===== src/rtl/hbus_pkg.sv =====
package hbus_pkg;
  typedef enum logic [2:0] {
    PH_IDLE  = 3'd0,
    PH_ADDR  = 3'd1,
    PH_WAITF = 3'd2,
    PH_DATA  = 3'd3,
    PH_RESP  = 3'd4
  } phase_t;

  localparam logic [1:0] MODE_MUX  = 2'd0;
  localparam logic [1:0] MODE_SEP  = 2'd1;
  localparam logic [1:0] MODE_CONT = 2'd2;
  localparam logic [1:0] MODE_FIFO = 2'd3;

  localparam logic [1:0] CS_ALE  = 2'd0;
  localparam logic [1:0] CS_ONE  = 2'd1;
  localparam logic [1:0] CS_DUAL = 2'd3;
endpackage


===== src/rtl/hbus_tick.sv =====
module hbus_tick #(
  parameter int DIVW = 4
) (
  input  logic            clk,
  input  logic            rst,
  input  logic            clr,
  input  logic [DIVW-1:0] limit,
  output logic            tick
);
  logic [DIVW-1:0] cnt_q;

  assign tick = (cnt_q == limit);

  always_ff @(posedge clk) begin
    if (rst || clr)  cnt_q <= '0;
    else if (tick)   cnt_q <= '0;
    else             cnt_q <= cnt_q + 1'b1;
  end

  // counter never runs past the programmed rate
  assert_cnt_bound_R5: assert property (@(posedge clk) disable iff (rst)
    cnt_q <= limit);
endmodule


===== src/rtl/hbus_seq.sv =====
module hbus_seq import hbus_pkg::*; #(
  parameter int AW   = 20,
  parameter int DW   = 16,
  parameter int DIVW = 4,
  parameter int WSW  = 4
) (
  input  logic            clk,
  input  logic            rst,
  input  logic [1:0]      cfg_mode,
  input  logic            cfg_split_rate,
  input  logic [DIVW-1:0] cfg_rate0,
  input  logic [DIVW-1:0] cfg_rate1,
  input  logic [WSW-1:0]  cfg_rd_wait,
  input  logic [WSW-1:0]  cfg_wr_wait,
  input  logic            cfg_flag_gate,
  input  logic [DW-1:0]   lane_mask,
  input  logic            fifo_full,
  input  logic            fifo_empty,
  input  logic            cmd_valid,
  output logic            cmd_ready,
  input  logic            cmd_write,
  input  logic            cmd_cs,
  input  logic [AW-1:0]   cmd_addr,
  input  logic [DW-1:0]   cmd_wdata,
  input  logic [DW-1:0]   bus_din,
  output logic            rsp_valid,
  output logic            rsp_err,
  output logic [DW-1:0]   rsp_rdata,
  output phase_t          nxt_phase,
  output logic            nxt_wr,
  output logic            nxt_cs,
  output logic [AW-1:0]   nxt_addr,
  output logic [DW-1:0]   nxt_wdata
);
  phase_t          ph_q, ph_d;
  logic            wr_q, cs_q, err_q;
  logic [AW-1:0]   addr_q;
  logic [DW-1:0]   wdata_q, rdata_q;
  logic [WSW-1:0]  wcnt_q, ws;
  logic [DIVW-1:0] limit;
  logic            accept, blk_now, blk_held, tick, clr, last_beat, fifo_gated;

  assign accept     = (ph_q == PH_IDLE) && cmd_valid;
  assign fifo_gated = (cfg_mode == MODE_FIFO) && cfg_flag_gate;
  assign blk_now    = fifo_gated && (cmd_write ? fifo_full : fifo_empty);
  assign blk_held   = fifo_gated && (wr_q ? fifo_full : fifo_empty);
  assign ws         = wr_q ? cfg_wr_wait : cfg_rd_wait;
  assign limit      = (cfg_split_rate && cs_q) ? cfg_rate1 : cfg_rate0;
  assign last_beat  = (ph_q == PH_DATA) && tick && (wcnt_q == ws);

  always_comb begin
    ph_d = ph_q;
    case (ph_q)
      PH_IDLE: if (cmd_valid) begin
        if (cmd_write && cfg_mode == MODE_CONT)                   ph_d = PH_RESP;
        else if (cfg_mode == MODE_MUX || cfg_mode == MODE_SEP)    ph_d = PH_ADDR;
        else if (blk_now)                                         ph_d = PH_WAITF;
        else                                                      ph_d = PH_DATA;
      end
      PH_WAITF: if (!blk_held) ph_d = PH_DATA;
      PH_ADDR:  if (tick)      ph_d = PH_DATA;
      PH_DATA:  if (last_beat) ph_d = PH_RESP;
      default:                 ph_d = PH_IDLE;
    endcase
  end

  assign clr = (ph_d != ph_q) || (ph_q != PH_ADDR && ph_q != PH_DATA);

  hbus_tick #(.DIVW(DIVW)) tick_i (
    .clk(clk), .rst(rst), .clr(clr), .limit(limit), .tick(tick)
  );

  always_ff @(posedge clk) begin
    if (rst) begin
      ph_q    <= PH_IDLE;
      wr_q    <= 1'b0;
      cs_q    <= 1'b0;
      err_q   <= 1'b0;
      addr_q  <= '0;
      wdata_q <= '0;
      rdata_q <= '0;
      wcnt_q  <= '0;
    end else begin
      ph_q <= ph_d;
      if (accept) begin
        wr_q    <= cmd_write;
        cs_q    <= cmd_cs;
        addr_q  <= cmd_addr;
        wdata_q <= cmd_wdata;
        err_q   <= cmd_write && (cfg_mode == MODE_CONT);
        rdata_q <= '0;
      end
      if (last_beat && !wr_q) rdata_q <= bus_din & lane_mask;
      if (ph_q != PH_DATA)    wcnt_q  <= '0;
      else if (tick)          wcnt_q  <= wcnt_q + 1'b1;
    end
  end

  assign nxt_phase = ph_d;
  assign nxt_wr    = accept ? cmd_write : wr_q;
  assign nxt_cs    = accept ? cmd_cs    : cs_q;
  assign nxt_addr  = accept ? cmd_addr  : addr_q;
  assign nxt_wdata = accept ? cmd_wdata : wdata_q;

  assign cmd_ready = (ph_q == PH_IDLE);
  assign rsp_valid = (ph_q == PH_RESP);
  assign rsp_err   = err_q;
  assign rsp_rdata = rdata_q;

  assert_rsp_pulse_R12: assert property (@(posedge clk) disable iff (rst)
    rsp_valid |=> !rsp_valid);

  assert_err_cont_R9: assert property (@(posedge clk) disable iff (rst)
    (rsp_valid && rsp_err) |-> (cfg_mode == MODE_CONT));
endmodule


===== src/rtl/hbus_pins.sv =====
module hbus_pins import hbus_pkg::*; #(
  parameter int AW = 20,
  parameter int DW = 16
) (
  input  logic          clk,
  input  logic          rst,
  input  logic [1:0]    cfg_mode,
  input  logic [1:0]    cfg_cs_style,
  input  logic [DW-1:0] lane_mask,
  input  phase_t        nxt_phase,
  input  logic          nxt_wr,
  input  logic          nxt_cs,
  input  logic [AW-1:0] nxt_addr,
  input  logic [DW-1:0] nxt_wdata,
  output logic [AW-1:0] bus_addr,
  output logic [DW-1:0] bus_dout,
  output logic          bus_doe,
  output logic          bus_ale,
  output logic          bus_cs0_n,
  output logic          bus_cs1_n,
  output logic          bus_rd_n,
  output logic          bus_wr_n,
  output logic          bus_oe_n
);
  logic          in_addr, in_data, busy, use_ale, dual, cs_on, strb, drv_a, drv_w;
  logic          ale_d, cs0_d, cs1_d, rd_d, wr_d, doe_d;
  logic [AW-1:0] addr_d;
  logic [DW-1:0] dout_d;

  always_comb begin
    in_addr = (nxt_phase == PH_ADDR);
    in_data = (nxt_phase == PH_DATA);
    busy    = in_addr || in_data;
    use_ale = (cfg_cs_style == CS_ALE) || (cfg_cs_style == CS_DUAL);
    dual    = (cfg_cs_style == CS_DUAL);
    cs_on   = busy && (cfg_cs_style != CS_ALE);
    ale_d   = in_addr && (cfg_mode == MODE_MUX) && use_ale;
    cs0_d   = !(cs_on && !(dual && nxt_cs));
    cs1_d   = !(cs_on && dual && nxt_cs);
    strb    = in_data && (cfg_mode != MODE_CONT);
    rd_d    = !(strb && !nxt_wr);
    wr_d    = !(strb && nxt_wr);
    drv_a   = in_addr && (cfg_mode == MODE_MUX);
    drv_w   = in_data && nxt_wr;
    doe_d   = drv_a || drv_w;
    if (drv_a)      dout_d = nxt_addr[DW-1:0] & lane_mask;
    else if (drv_w) dout_d = nxt_wdata & lane_mask;
    else            dout_d = '0;
    if (cfg_mode == MODE_FIFO)      addr_d = '0;
    else if (busy)                  addr_d = nxt_addr;
    else if (cfg_mode == MODE_CONT) addr_d = bus_addr;
    else                            addr_d = '0;
  end

  always_ff @(posedge clk) begin
    if (rst) begin
      bus_addr  <= '0;
      bus_dout  <= '0;
      bus_doe   <= 1'b0;
      bus_ale   <= 1'b0;
      bus_cs0_n <= 1'b1;
      bus_cs1_n <= 1'b1;
      bus_rd_n  <= 1'b1;
      bus_wr_n  <= 1'b1;
      bus_oe_n  <= 1'b1;
    end else begin
      bus_addr  <= addr_d;
      bus_dout  <= dout_d;
      bus_doe   <= doe_d;
      bus_ale   <= ale_d;
      bus_cs0_n <= cs0_d;
      bus_cs1_n <= cs1_d;
      bus_rd_n  <= rd_d;
      bus_wr_n  <= wr_d;
      bus_oe_n  <= (cfg_mode != MODE_CONT);
    end
  end

  assert_ale_then_strobe_R2: assert property (@(posedge clk) disable iff (rst)
    $fell(bus_ale) |-> (!bus_rd_n || !bus_wr_n));

  assert_cont_nostrobe_R8: assert property (@(posedge clk) disable iff (rst)
    (cfg_mode == MODE_CONT) |-> (bus_rd_n && bus_wr_n));

  assert_fifo_noaddr_R10: assert property (@(posedge clk) disable iff (rst)
    (cfg_mode == MODE_FIFO && $past(cfg_mode) == MODE_FIFO) |-> (bus_addr == '0 && !bus_ale));

  assert_no_drive_on_read_R12: assert property (@(posedge clk) disable iff (rst)
    bus_doe |-> bus_rd_n);
endmodule


===== src/rtl/hbus_ctrl.sv =====
module hbus_ctrl import hbus_pkg::*; #(
  parameter int AW   = 20,
  parameter int DW   = 16,
  parameter int DIVW = 4,
  parameter int WSW  = 4
) (
  input  logic            clk,
  input  logic            rst,
  input  logic [1:0]      cfg_mode,
  input  logic [1:0]      cfg_cs_style,
  input  logic            cfg_wide,
  input  logic            cfg_split_rate,
  input  logic [DIVW-1:0] cfg_rate0,
  input  logic [DIVW-1:0] cfg_rate1,
  input  logic [WSW-1:0]  cfg_rd_wait,
  input  logic [WSW-1:0]  cfg_wr_wait,
  input  logic            cfg_flag_gate,
  input  logic            cmd_valid,
  output logic            cmd_ready,
  input  logic            cmd_write,
  input  logic            cmd_cs,
  input  logic [AW-1:0]   cmd_addr,
  input  logic [DW-1:0]   cmd_wdata,
  output logic            rsp_valid,
  output logic            rsp_err,
  output logic [DW-1:0]   rsp_rdata,
  output logic [AW-1:0]   bus_addr,
  output logic [DW-1:0]   bus_dout,
  output logic            bus_doe,
  input  logic [DW-1:0]   bus_din,
  output logic            bus_ale,
  output logic            bus_cs0_n,
  output logic            bus_cs1_n,
  output logic            bus_rd_n,
  output logic            bus_wr_n,
  output logic            bus_oe_n,
  input  logic            fifo_full,
  input  logic            fifo_empty
);
  localparam int LANES = DW / 8;

  logic [DW-1:0] lane_mask;
  phase_t        nxt_phase;
  logic          nxt_wr, nxt_cs;
  logic [AW-1:0] nxt_addr;
  logic [DW-1:0] nxt_wdata;

  // byte lane 0 is always live; upper lanes only in wide mode
  for (genvar g = 0; g < LANES; g++) begin : g_lane
    if (g == 0) begin : g_low
      assign lane_mask[7:0] = 8'hFF;
    end else begin : g_up
      assign lane_mask[g*8 +: 8] = {8{cfg_wide}};
    end
  end

  hbus_seq #(.AW(AW), .DW(DW), .DIVW(DIVW), .WSW(WSW)) seq_i (
    .clk(clk), .rst(rst), .cfg_mode(cfg_mode), .cfg_split_rate(cfg_split_rate),
    .cfg_rate0(cfg_rate0), .cfg_rate1(cfg_rate1), .cfg_rd_wait(cfg_rd_wait),
    .cfg_wr_wait(cfg_wr_wait), .cfg_flag_gate(cfg_flag_gate), .lane_mask(lane_mask),
    .fifo_full(fifo_full), .fifo_empty(fifo_empty), .cmd_valid(cmd_valid),
    .cmd_ready(cmd_ready), .cmd_write(cmd_write), .cmd_cs(cmd_cs),
    .cmd_addr(cmd_addr), .cmd_wdata(cmd_wdata), .bus_din(bus_din),
    .rsp_valid(rsp_valid), .rsp_err(rsp_err), .rsp_rdata(rsp_rdata),
    .nxt_phase(nxt_phase), .nxt_wr(nxt_wr), .nxt_cs(nxt_cs),
    .nxt_addr(nxt_addr), .nxt_wdata(nxt_wdata)
  );

  hbus_pins #(.AW(AW), .DW(DW)) pins_i (
    .clk(clk), .rst(rst), .cfg_mode(cfg_mode), .cfg_cs_style(cfg_cs_style),
    .lane_mask(lane_mask), .nxt_phase(nxt_phase), .nxt_wr(nxt_wr),
    .nxt_cs(nxt_cs), .nxt_addr(nxt_addr), .nxt_wdata(nxt_wdata),
    .bus_addr(bus_addr), .bus_dout(bus_dout), .bus_doe(bus_doe),
    .bus_ale(bus_ale), .bus_cs0_n(bus_cs0_n), .bus_cs1_n(bus_cs1_n),
    .bus_rd_n(bus_rd_n), .bus_wr_n(bus_wr_n), .bus_oe_n(bus_oe_n)
  );

  assert_cs_excl_R4: assert property (@(posedge clk) disable iff (rst)
    !(!bus_cs0_n && !bus_cs1_n));

  assert_fifo_gate_R10: assert property (@(posedge clk) disable iff (rst)
    ($fell(bus_rd_n) && cfg_mode == MODE_FIFO && cfg_flag_gate) |-> !$past(fifo_empty));
endmodule


===== config.mk =====
export PLATFORM = sky130hd
export DESIGN_NAME = hbus_ctrl
export DESIGN_NICKNAME = d
export VERILOG_FILES = /design/src/rtl/hbus_pkg.sv /design/src/rtl/hbus_tick.sv /design/src/rtl/hbus_seq.sv /design/src/rtl/hbus_pins.sv /design/src/rtl/hbus_ctrl.sv
export SDC_FILE = /design/constraint.sdc
export NUM_CORES = 1
export LEC_CHECK = 0
export BUFFER_PORTS_ARGS = -buffer_cell sky130_fd_sc_hd__buf_2
export CAP_MARGIN = 10
export CORE_ASPECT_RATIO = 2
export CORE_MARGIN = 2
export CORE_UTILIZATION = 45
export CTS_CLUSTER_SIZE = 16
export DETAILED_ROUTE_END_ITERATION = 8
export HOLD_SLACK_MARGIN = 0.02
export PLACE_DENSITY = 0.74
export SYNTH_ARGS = -nofsm -noshare
export SYNTH_HDL_FRONTEND = slang
export SYNTH_SLANG_ARGS = --single-unit

===== constraint.sdc =====
create_clock -name clk -period 2.86 [get_ports clk]
set_input_delay 0.858 -clock clk [delete_from_list [all_inputs] [get_ports clk]]
set_output_delay 0.858 -clock clk [all_outputs]
set_load 0.1 [all_outputs]

# == Word level (Yosys, flattened, before mapping) ==
# Index checks and enable logic that the tools add are counted.
# Widths: inputs -> output; s select.
# word_totals
regBits,109
wordCells,104
# classes
n_addsub,2
n_eq_ne,17
n_mux,22
bitwise,3
reduce_logical,42
# ops
operator,n
$mux 16,5
$mux 20,3
$and 16x16->16,3
$logic_and 1x1->1,21
$mux 3,6
$pmux 3 s4,1
$eq 3x2->1 const B,3
$add 4x1->4 const B,2
$eq 4x4->1,2
$mux 4,2
$logic_not 1->1,7
$eq 2x2->1 const B,3
$eq 3x1->1 const B,2
$logic_or 1x1->1,6
$reduce_or 2->1,3
$mux 1,5
$logic_not 2->1,2
$reduce_bool 2->1,2
$eq 3x3->1 const B,1
$logic_not 3->1,1
$ne 3x1->1 const B,1
$ne 3x2->1 const B,1
$ne 3x3->1,1
$eq 2x1->1 const B,1
other kinds (2),2

# == Longest topological paths before layout ==
# Gate-level depths: netlist (run 1).
# logic_depth
word_depth,14
mapped_depth,10

# == Cells and area by module ==
# From an unflattened synthesis (run 1), not the netlist that was laid out.
# hier_totals
cells_unflattened,542
hier_area_um2,4628.2
# modules_own_cells
module,instances,cells_per_inst,area_per_inst_um2,seq_area_each_um2
hbus_seq,1,342,2773.9,1241.2
hbus_pins,1,182,1645.3,860.8
hbus_tick,1,17,205.2,80.1
hbus_ctrl,1,1,3.8,0.0

# == Worst setup path after synthesis (run 1) ==
# Ideal clock, no wire load.
# synth_timing
path_kind,register to register
start,register seq_i.ph_q[2]
end,register pins_i.bus_rd_n
setup_ns,0.142
arrival_ns,4.080
path_slack_ns,-1.362
path_stages_with_launch,6
path_cell_list,dfxtp_1 > buf_2 > nor3_1 > nand2_1 > o32a_2 > or4b_2
# synth_between
elab_cells_between_ends,18
# synth_lines
item,line,rtl
"start, declared",hbus_seq.sv:35,"phase_t ph_q, ph_d;"
"start signal, assigned",hbus_seq.sv:84,ph_q <= ph_d;
$logic_not 3->1 *,-,
net cmd_ready,hbus_ctrl.sv:19,"output logic cmd_ready,"
$pmux 3 s4 / $logic_and 1x1->1 (equally long branches),"hbus_seq.sv:53, hbus_seq.sv:43",
$eq 3x2->1 / $mux 1 (equally long branches),"hbus_pins.sv:32, hbus_seq.sv:100",
$logic_and 1x1->1 / $logic_not 1->1 (equally long branches),"hbus_pins.sv:40, hbus_pins.sv:41",
$logic_and 1x1->1 *,hbus_pins.sv:41,rd_d = !(strb && !nxt_wr);
$logic_not 1->1 *,hbus_pins.sv:41,
"end signal, assigned",hbus_pins.sv:73,bus_rd_n <= rd_d;
"end, declared",hbus_pins.sv:21,"output logic bus_rd_n,"
# The timed path passes the listed nets; every way through them passes the cells marked *.
# A chain may end at the register's enable or synchronous reset.

# == Worst setup path after layout (run 1) ==
# layout_timing
start,input port cfg_split_rate
end,register pins_i.bus_rd_n
# layout_between
elab_chain_cells,11
elab_cells_between_ends,12
# layout_rtl
item,line,rtl
"start, declared",hbus_ctrl.sv:12,"input logic cfg_split_rate,"
$logic_and 1x1->1 *,hbus_seq.sv:48,assign limit = (cfg_split_rate && cs_q) ? cfg_rate1 : cfg_rate0;
$mux 4 *,hbus_seq.sv:48,
$eq 4x4->1 *,hbus_tick.sv:12,assign tick = (cnt_q == limit);
$logic_and 1x1->1 (2 in a row),hbus_seq.sv:49,assign last_beat = (ph_q == PH_DATA) && tick && (wcnt_q == ws);
$mux 3,hbus_seq.sv:62,PH_DATA: if (last_beat) ph_d = PH_RESP;
$pmux 3 s4 *,hbus_seq.sv:53,case (ph_q)
$eq 3x2->1 *,hbus_pins.sv:32,in_data = (nxt_phase == PH_DATA);
$logic_and 1x1->1 *,hbus_pins.sv:40,strb = in_data && (cfg_mode != MODE_CONT);
$logic_and 1x1->1 *,hbus_pins.sv:41,
$logic_not 1->1 *,hbus_pins.sv:41,
# Mark *: on every way between the ends. The rest lies on a longest branch, timed or not.

==> results of run 1 <==
==> per-layer routing <==
| layer | share of wire (%) | up-vias |
|---|---|---|
| met5 | 0 | - |
| met4 | 3.9 | 0 |
| met3 | 4.0 | 28 |
| met2 | 55 | 110 |
| met1 | 37 | 1775 |
| li1 | - | 1850 |
==> synthesized netlist by cell type, types with 2 or more instances <==
| library cell | number |
|---|---|
| inv_2 | 2 |
| xnor2_1 | 6 |
| nand3b_1 | 2 |
| o31a_1 | 2 |
| mux2_4 | 4 |
| or3_1 | 2 |
| nand3_1 | 29 |
| a21boi_0 | 2 |
| nor3_1 | 6 |
| a2111oi_4 | 2 |
| mux2i_1 | 44 |
| o21ai_0 | 3 |
| ha_1 | 4 |
| mux2_2 | 27 |
| a21oi_1 | 19 |
| nand2b_1 | 2 |
| buf_4 | 3 |
| o22ai_1 | 2 |
| xor2_1 | 6 |
| nor3_2 | 13 |
| nor2b_1 | 7 |
| nor2_1 | 70 |
| mux2_1 | 3 |
| dfxtp_1 | 109 |
| buf_6 | 3 |
| nand2_1 | 33 |
| buf_2 | 6 |
| clkbuf_1 | 16 |
| inv_1 | 9 |
==> power by group through the flow <==
stage	logic [mW]	registers, mW	clock network [mW]
after detailed placement	0.820	1.66	0
after global routing	0.868	1.63	1.37
after CTS	0.822	1.63	1.32
after global placement	0.805	1.66	0
final	0.813	1.63	1.28
after floorplan	0.429	1.84	0
==> sequential cells by signal (all words and copies together), names as in the netlist <==
name and count:
seq_i.tick_i.cnt_q 4, seq_i.wdata_q 16, pins_i.bus_oe_n 1, seq_i.ph_q 3, pins_i.bus_addr 20, pins_i.bus_wr_n 1
seq_i.cs_q 1, seq_i.addr_q 20, seq_i.rsp_rdata 16, seq_i.rsp_err 1, pins_i.bus_cs1_n 1, pins_i.bus_doe 1
pins_i.bus_cs0_n 1, seq_i.wcnt_q 4, pins_i.bus_ale 1, seq_i.wr_q 1, pins_i.bus_rd_n 1, pins_i.bus_dout 16
==> per-stage QoR <==
step | area, um2 | std cells | utilization (%)
after floorplan | 4630 | 461 | -
after global placement | 5540 | 727 | 55.0
after detailed placement | 5540 | 727 | 55.0
after CTS | 5860 | 743 | 58.1
after global routing | 5860 | 744 | 58.1
final | 5860 | 744 | 58.1
==> cells by family after synthesis <==
group / count (synthesis) / synth area share (%)
and+or+nand+nor: 178 / 19.8
DFF: 109 / 47.3
muxes: 78 / 18.2
buffers and inverters: 41 / 4.61
AOI/OAI and AO/OA: 39 / 6.80
xor gates and xnor gates: 12 / 2.28
adders and majority gates: 4 / 1.08
==> critical path, cell delays in order <==
cell and delay, ps:
buf_2 90, nand2_2 100, nor4_4 290, o22ai_2 150, o31a_1 320, o32a_2 350
or4b_2 620
==> how the worst min path moves through the flow <==
stage / cells after the start / end / slack, ps / start
finish: 2 / seq_i.rsp_rdata[7]$_SDFFE_PP0P_ / 460 / seq_i.rsp_rdata[7]$_SDFFE_PP0P_
global route: 2 / seq_i.rsp_rdata[4]$_SDFFE_PP0P_ / 490 / seq_i.rsp_rdata[4]$_SDFFE_PP0P_
CTS: 2 / seq_i.rsp_rdata[7]$_SDFFE_PP0P_ / 470 / seq_i.rsp_rdata[7]$_SDFFE_PP0P_
detailed placement: 2 / seq_i.rsp_err$_SDFFE_PP0P_ / 450 / seq_i.rsp_err$_SDFFE_PP0P_
global placement: 2 / seq_i.rsp_err$_SDFFE_PP0P_ / 450 / seq_i.rsp_err$_SDFFE_PP0P_
floorplan: 2 / seq_i.addr_q[16]$_SDFF_PP0_ / 450 / seq_i.addr_q[16]$_SDFF_PP0_
==> layout by cell type (no fill, tap or decap), types with 3 or more instances in the layout <==
cell type and count:
a21oi_1 19, xnor2_1 6, nand2_1 33, nor2b_1 6, buf_2 143, mux2_1 3, nor2_1 70, mux2i_1 44
xor2_1 6, clkbuf_16 9, mux2_4 4, dfxtp_1 109, ha_1 4, o21ai_0 3, mux2_2 27, buf_4 13
nor3_2 13, nand3_1 29, buf_12 5, inv_1 9, nor3_1 5
==> area by class of cell <==
type,count,area (um2)
diodes,1,2.50
clock buffers,12,256
clock inverters,4,55.1
fillers,924,4230
inverters,11,41.3
multi-input cells,311,2240
flip-flops and latches,109,2180
well taps,135,169
repair buffers,161,913
==> reports/metrics.csv, run 1 <==
stage,metric,value,unit
pwr,Leakage,2.51,nW
route,via/cell ratio,5.06,
setup_path,CP Class,primary input to register,
final_layout,nets@finish,689,
setup_path,CP Capture Point,pins_i.bus_rd_n$_SDFF_PP1_,
floorplan,# rows,52,
clocking,TritonCTS Buffers,9,
global_route,first-pass GRT wire length,17.7,mm
pwr,P_int,2.61,mW
global_route,total gr overflow,0,
pwr,NetSw,1.11,mW
synth,Mean Syn Cell Area,10.0,um2
setup_path,Reg-to-Reg End,pins_i.bus_rd_n$_SDFF_PP1_,
setup_path,Reg-to-Reg Start,seq_i.wr_q$_SDFF_PP0_,
run,max cap viols,0,
final_layout,synth-to-layout area growth,26.8,%
clocking,CTS sink cnt,109,
setup_path,WP data required,3070,ps
route,WL final,11.6,mm
route,Post-DRT Antenna Nets,0,
synth,post-synth net total,547,
route,detailed-route DRC error count,0,
clocking,Resized cells post-CTS,0,
clocking,setup bufs post-CTS,0,
global_route,M2 GR Usage,38.6,%
sta,Final WS setup,285,ps
clocking,"Clk Latency, worst-skew pair",350,ps
synth,Synth area leaders,"dfxtp_1, mux2i_1, mux2_2, nor2_1, nand3_1",
synth,Yosys top cell by area,dfxtp_1,
global_route,antenna violations before repair,1,
sta,Fin. Hold Viols,0,
synth,number of synthesized flops with an enable pin,0,
floorplan,I/O pin total,144,
route,DRT iter0 DRCs,92,
pwr,VDD IR max,504,uV
sta,RSZ-0062 raised after global routing,no,
global_route,global route hottest layer,met2,
setup_path,Crit. End Element,register,
floorplan,full die area,0.0111,mm2
sta,Slew @ Worst Pin,735,ps
floorplan,Initial Utilization,45.8,%
hold_path,Hold WC Path Type,register to register,
setup_path,Worst Reg-to-Reg Cells,8,
pwr,Switching Fraction,29.9,%
sta,period utilization,90.0,%
sta,TNS Setup,0,ps
sta,Final setup viols,0,
pwr,Comb pwr share,21.9,%
floorplan,core area,0.0101,mm2
clocking,H-Tree Depth,3,
global_route,met1 Use GR,20.9,%
sta,Hold WS,464,ps
global_route,total global-route track usage,20.9,%
placed_design,Placement Setup Slack,-83.3,ps
placed_design,Detailed Place HPWL,8.65,mm
clocking,Post-CTS Hold Fix Bufs,0,
floorplan,die width,75.6,um
outcome,outcome,"complete, no violations",
synth,Yosys warning count,0,
pwr,sequential share of power,43.7,%
setup_path,kind of start point of the critical path,primary input,
synth,Yosys top cell area share,47.3,%
route,1st-pass router iterations,4,
clocking,clock-pin slew on the worst setup and hold paths,70,ps
synth,Synth cell types,54,
pwr,Pwr Total,3.72,mW
clocking,CTS Root Cell,clkbuf_16,
sta,Max-slew headroom,51.0,%
setup_path,maximum fanout along the worst path,5,
sta,FMAX,388,MHz
placed_design,Placer Congestion,0.827,
pwr,PD cells,635,mW/mm2
synth,post-synthesis cell count,461,
final_layout,fraction of layout cells with a size suffix above 1,39.1,%
global_route,largest net degree at the start of global routing,45,
synth,Synth Register Bits,109,
route,WL/cell,15.5,um
clocking,CTS tree,done,
global_route,GRT met3 Usage,3.77,%
sta,Slew Limit Fails,0,
setup_path,Worst EP arrival,2780,ps
setup_path,crit path from,cfg_split_rate,
setup_path,reg2reg setup slack,310,ps
route,DR vias,3763,
sta,Worst Skew,8.52,ps
placed_design,Buffers on Ports,143,
synth,Main synth FF type,dfxtp_1,
synth,asr flop ratio synth,0,%
pwr,Clock Power Share,34.4,%
global_route,vias in the first global route,3853,
synth,Synth Cell Area,0.00462,mm2
clocking,CTS Buffer Depth,2,
floorplan,chip height,147,um
synth,register area share after synthesis,47.3,%
sta,Tmin final,2570,ps
Power figures use the tool's default switching activity.
==> inputs of run 2 (changes only) <==
- PLACE_DENSITY: 0.74 -> 0.72
- clock period: 2.86 -> 3 ns (I/O delays scaled with it)
==> reports/metrics.csv, run 2 (same netlist as run 1, synthesis figures left out) <==
stage,metric,value,unit
floorplan,chip height,147,um
global_route,total gr overflow,0,
route,Post-DRT Antenna Nets,0,
global_route,antenna violations before repair,0,
route,via/cell ratio,5.02,
sta,RSZ-0062 raised after global routing,no,
outcome,outcome,"complete, no violations",
clocking,TritonCTS Buffers,9,
pwr,Leakage,2.47,nW
pwr,VDD IR max,381,uV
final_layout,register area,0.00218,mm2
clocking,CTS Root Cell,clkbuf_16,
clocking,Post-CTS Hold Fix Bufs,0,
final_layout,largest registers,"pins_i.bus_addr (20), seq_i.addr_q (20)",
global_route,GRT met3 Usage,3.57,%
hold_path,Hold WC Path Type,register to register,
final_layout,ant diodes,0,
clocking,Resized cells post-CTS,0,
sta,Slew Limit Fails,0,
route,WL/cell,15.1,um
sta,Worst Skew,8.59,ps
setup_path,CP Class,primary input to register,
floorplan,full die area,0.0111,mm2
pwr,Clock Power Share,32.9,%
route,DRT iter0 DRCs,111,
global_route,vias in the first global route,3843,
global_route,global route hottest layer,met2,
clocking,CTS tree,done,
global_route,total global-route track usage,21.0,%
run,max cap viols,0,
clocking,CTS sink cnt,109,
clocking,"Clk Latency, worst-skew pair",350,ps
final_layout,synth-to-layout area growth,25.4,%
route,detailed-route DRC error count,0,
floorplan,I/O pin total,144,
final_layout,fillcell total,922,
final_layout,nets@finish,685,
pwr,Switching Fraction,30.4,%
sta,TNS Setup,0,ps
sta,period utilization,88.3,%
clocking,CTS Buffer Depth,2,
sta,Slew @ Worst Pin,526,ps
sta,FMAX,377,MHz
setup_path,Crit. End Element,register,
route,DR vias,3708,
global_route,M2 GR Usage,39.7,%
setup_path,Worst EP arrival,2890,ps
clocking,clock-pin slew on the worst setup and hold paths,70,ps
final_layout,final non-filler cell total,739,
final_layout,"commonest non-fill, non-tap cells in the layout","buf_2, dfxtp_1, nor2_1",
final_layout,Multi-input gate area,0.00224,mm2
sta,Max-slew headroom,65.0,%
clocking,setup bufs post-CTS,0,
pwr,sequential share of power,45.1,%
floorplan,die width,75.6,um
placed_design,Buffers on Ports,143,
sta,Final setup viols,0,
placed_design,Placement Setup Slack,-2.80,ps
placed_design,placed instance count,723,
final_layout,fraction of layout cells with a size suffix above 1,38.7,%
setup_path,WP data required,3240,ps
floorplan,Initial Utilization,45.8,%
global_route,met1 Use GR,21.4,%
final_layout,"most common cell after layout, fill and taps aside",buf_2,
floorplan,core area,0.0101,mm2
placed_design,Placer Congestion,0.841,
pwr,PD cells,594,mW/mm2
route,WL final,11.2,mm
pwr,P_int,2.39,mW
global_route,largest net degree at the start of global routing,40,
sta,Final WS setup,350,ps
pwr,Comb pwr share,22.1,%
pwr,NetSw,1.05,mW
clocking,H-Tree Depth,3,
floorplan,# rows,52,
setup_path,kind of start point of the critical path,primary input,
sta,Fin. Hold Viols,0,
setup_path,maximum fanout along the worst path,17,
sta,Tmin final,2650,ps
route,1st-pass router iterations,4,
placed_design,Detailed Place HPWL,8.41,mm
global_route,first-pass GRT wire length,18.0,mm
-- run 2: cell count changes in the layout (fill, tap and decap cells not counted) --
| cell | delta |
|---|---|
| buf_12 | -1 |
| buf_4 | -3 |
| bufinv_16 | -1 |
| clkinv_4 | +1 |
| clkinvlp_4 | +1 |
| diode_2 | -1 |
| inv_6 | -1 |
-- run 2: cell type report --
cell class | count | area share [%]
inverter | 11 | 0.713
timing repair buffer | 157 | 15.0
tap | 135 | 2.92
multi-input combinational | 311 | 38.7
clock inverter | 4 | 0.562
sequential | 109 | 37.7
clock buffer | 12 | 4.43
-- run 2: final timing paths --
path | startpoint | slack (ps) | endpoint | cells past startpoint
max | cfg_rate1[3] | 350 | pins_i.bus_dout[0]$_SDFF_PP0_ | 9
min | seq_i.rsp_err$_SDFFE_PP0P_ | 460 | seq_i.rsp_err$_SDFFE_PP0P_ | 2
max reg2reg | seq_i.wr_q$_SDFF_PP0_ | 510 | pins_i.bus_dout[0]$_SDFF_PP0_ | 9
min reg2reg | seq_i.rsp_err$_SDFFE_PP0P_ | 460 | seq_i.rsp_err$_SDFFE_PP0P_ | 2
-- run 2: per-layer routing --
metal  wire, um  part of all wire [%]
met1       4080                    36
met2       6420                    57
met3        396                   3.5
met4        284                   2.5
met5          0                     0
-- run 2: worst max-delay path: stages --
cell       delay [ps]
buf_2             100
inv_1              60
o22ai_1            80
o31a_1            360
o31a_1            360
o32a_2            370
o32a_1            220
buf_12            180
a2111oi_4         260
-- run 2: per-stage QoR --
stage / hold slack (ps) / util [%] / cell area [um2] / total power, mW
4_1_cts: 459 / 57.4 / 5790 / 3.48
3_5_place_dp: 449 / 54.6 / 5500 / 2.35
3_3_place_gp: 449 / 54.6 / 5500 / 2.33
5_1_grt: 477 / 57.4 / 5790 / 3.59
2_1_floorplan: 451 / - / 4630 / 2.17
6_report: 455 / 57.4 / 5790 / 3.44
-- run 2: power groups by stage --
stage | Sequential, mW | Combinational (mW) | Clock, mW
2_1_floorplan | 1.76 | 0.409 | 0
3_3_place_gp | 1.58 | 0.754 | 0
3_5_place_dp | 1.58 | 0.765 | 0
4_1_cts | 1.55 | 0.768 | 1.16
5_1_grt | 1.56 | 0.814 | 1.22
6_report | 1.55 | 0.759 | 1.13
==> inputs of run 3 (changes only) <==
- PLACE_DENSITY: 0.72 -> not set
- PLACE_DENSITY_LB_ADDON: not set -> 0.1
==> reports/metrics.csv, run 3 (same netlist as run 1, synthesis figures left out) <==
stage,metric,value,unit
setup_path,Crit. End Element,register,
global_route,vias in the first global route,3826,
sta,period utilization,90.0,%
setup_path,reg2reg setup slack,390,ps
setup_path,max incr delay on CP,660,ps
sta,RSZ-0062 raised after global routing,no,
route,WL final,11.4,mm
sta,Slew Limit Fails,0,
clocking,setup bufs post-CTS,0,
final_layout,fillcell total,924,
clocking,"Clk Latency, worst-skew pair",340,ps
global_route,largest net degree at the start of global routing,33,
run,max cap viols,0,
placed_design,Placed Area,0.00551,mm2
route,via/cell ratio,5.05,
floorplan,core area,0.0101,mm2
route,detailed-route DRC error count,0,
setup_path,CP Buf/Inv Count,1,
pwr,Comb pwr share,22.3,%
clocking,Resized cells post-CTS,0,
floorplan,Initial Utilization,45.8,%
floorplan,# rows,52,
floorplan,die width,75.6,um
placed_design,Buffers on Ports,143,
placed_design,Placer Congestion,0.822,
pwr,P_int,2.38,mW
pwr,Clock Power Share,32.7,%
floorplan,full die area,0.0111,mm2
route,1st-pass router iterations,5,
route,max layer used,met4,
final_layout,ant diodes,0,
pwr,VDD IR max,360,uV
clocking,clock-pin slew on the worst setup and hold paths,70,ps
pwr,Leakage,2.49,nW
final_layout,fraction of layout cells with a size suffix above 1,39.2,%
setup_path,"critical path, cell by cell",buf_2 > a21boi_0 > o21ai_0 > a21boi_0 > o21a_1 > o21bai_2 > nand2b_1 > or4b_2,
sta,Tmin final,2700,ps
floorplan,chip height,147,um
final_layout,synth-to-layout area growth,25.5,%
placed_design,Detailed Place HPWL,8.48,mm
pwr,sequential share of power,45.0,%
pwr,Switching Fraction,30.9,%
route,M1 WL,4.14,mm
route,Post-DRT Antenna Nets,0,
clocking,H-Tree Depth,3,
outcome,outcome,"complete, no violations",
floorplan,I/O pin total,144,
sta,Slew @ Worst Pin,512,ps
pwr,NetSw,1.06,mW
placed_design,Placement Setup Slack,-56.4,ps
final_layout,post-layout util,57.5,%
setup_path,Slowest cell on crit path,or4b_2,
global_route,first-pass GRT wire length,17.9,mm
clocking,CTS tree,done,
clocking,Post-CTS Hold Fix Bufs,0,
route,DR vias,3748,
sta,Worst Skew,7.63,ps
global_route,total global-route track usage,21.0,%
global_route,total gr overflow,0,
global_route,antenna violations before repair,0,
route,DRT iter0 DRCs,105,
clocking,CTS sink cnt,109,
route,WL/cell,15.3,um
pwr,PD cells,593,mW/mm2
route,routed length on met2,6.33,mm
sta,Max-slew headroom,65.9,%
setup_path,CP Class,primary input to register,
final_layout,"most common cell after layout, fill and taps aside",buf_2,
setup_path,WP data required,3210,ps
setup_path,kind of start point of the critical path,primary input,
final_layout,nets@finish,688,
sta,Final WS setup,301,ps
final_layout,post-route cell area,0.00580,mm2
sta,Fin. Hold Viols,0,
final_layout,final non-filler cell total,742,
setup_path,maximum fanout along the worst path,8,
final_layout,register area,0.00218,mm2
sta,Final setup viols,0,
final_layout,largest registers,"pins_i.bus_addr (20), seq_i.addr_q (20)",
setup_path,"delay-heaviest family, CP",compound AO/OA/AOI/OAI gates,
hold_path,Hold WC Path Type,register to register,
clocking,CTS Buffer Depth,2,
clocking,TritonCTS Buffers,9,
sta,FMAX,370,MHz
setup_path,cell mode on critical path,a21boi_0,
clocking,CTS Root Cell,clkbuf_16,
setup_path,Worst EP arrival,2910,ps
final_layout,"commonest non-fill, non-tap cells in the layout","buf_2, dfxtp_1, nor2_1",
route,met3 wire len,589,um
final_layout,Multi-input gate area,0.00224,mm2
placed_design,placed instance count,726,
run 3: power groups by stage:
stage / Clock (mW) / Combinational, mW / Sequential, mW
final: 1.12 / 0.767 / 1.55
after CTS: 1.16 / 0.775 / 1.55
after floorplan: 0 / 0.409 / 1.76
after global routing: 1.21 / 0.821 / 1.56
after global placement: 0 / 0.762 / 1.58
after detailed placement: 0 / 0.772 / 1.58
run 3: worst paths after layout:
kind	from	to	cells past startpoint
hold / removal	seq_i.rsp_rdata[8]$_SDFFE_PP0P_	seq_i.rsp_rdata[8]$_SDFFE_PP0P_	2
setup / recovery	cfg_mode[0]	pins_i.bus_rd_n$_SDFF_PP1_	8
hold reg to reg	seq_i.rsp_rdata[8]$_SDFFE_PP0P_	seq_i.rsp_rdata[8]$_SDFFE_PP0P_	2
setup reg to reg	seq_i.wr_q$_SDFF_PP0_	pins_i.bus_rd_n$_SDFF_PP1_	7
run 3: cell type report:
| class | count | share of cell area, % |
|---|---|---|
| sequential | 109 | 37.6 |
| tap | 135 | 2.91 |
| clock buffer | 10 | 4.12 |
| multi-input combinational | 311 | 38.6 |
| timing repair buffer | 160 | 15.2 |
| clock inverter | 6 | 0.820 |
| inverter | 11 | 0.712 |
run 3: metal layers:
layer / GRT usage [%] / vias up
met2: 39.6 / 109
met1: 21.3 / 1774
met4: 8.42 / 0
li1: - / 1844
met3: 3.91 / 21
met5: 0 / -
run 3: tightest hold or removal path: cells and delay by family (launching register included):
kind	cells	cell delay [ps]
AND/OR/NAND/NOR	1	60
AO/OA/AOI/OAI	1	60
flip-flops	1	310
run 3: metrics by stage:
stage,hold slack [ps],TNS (ps),total power [mW]
floorplan,451,0,2.17
global placement,451,0,2.34
detailed placement,455,-56.4,2.35
CTS,466,0,3.48
global route,481,0,3.59
finish,465,0,3.44
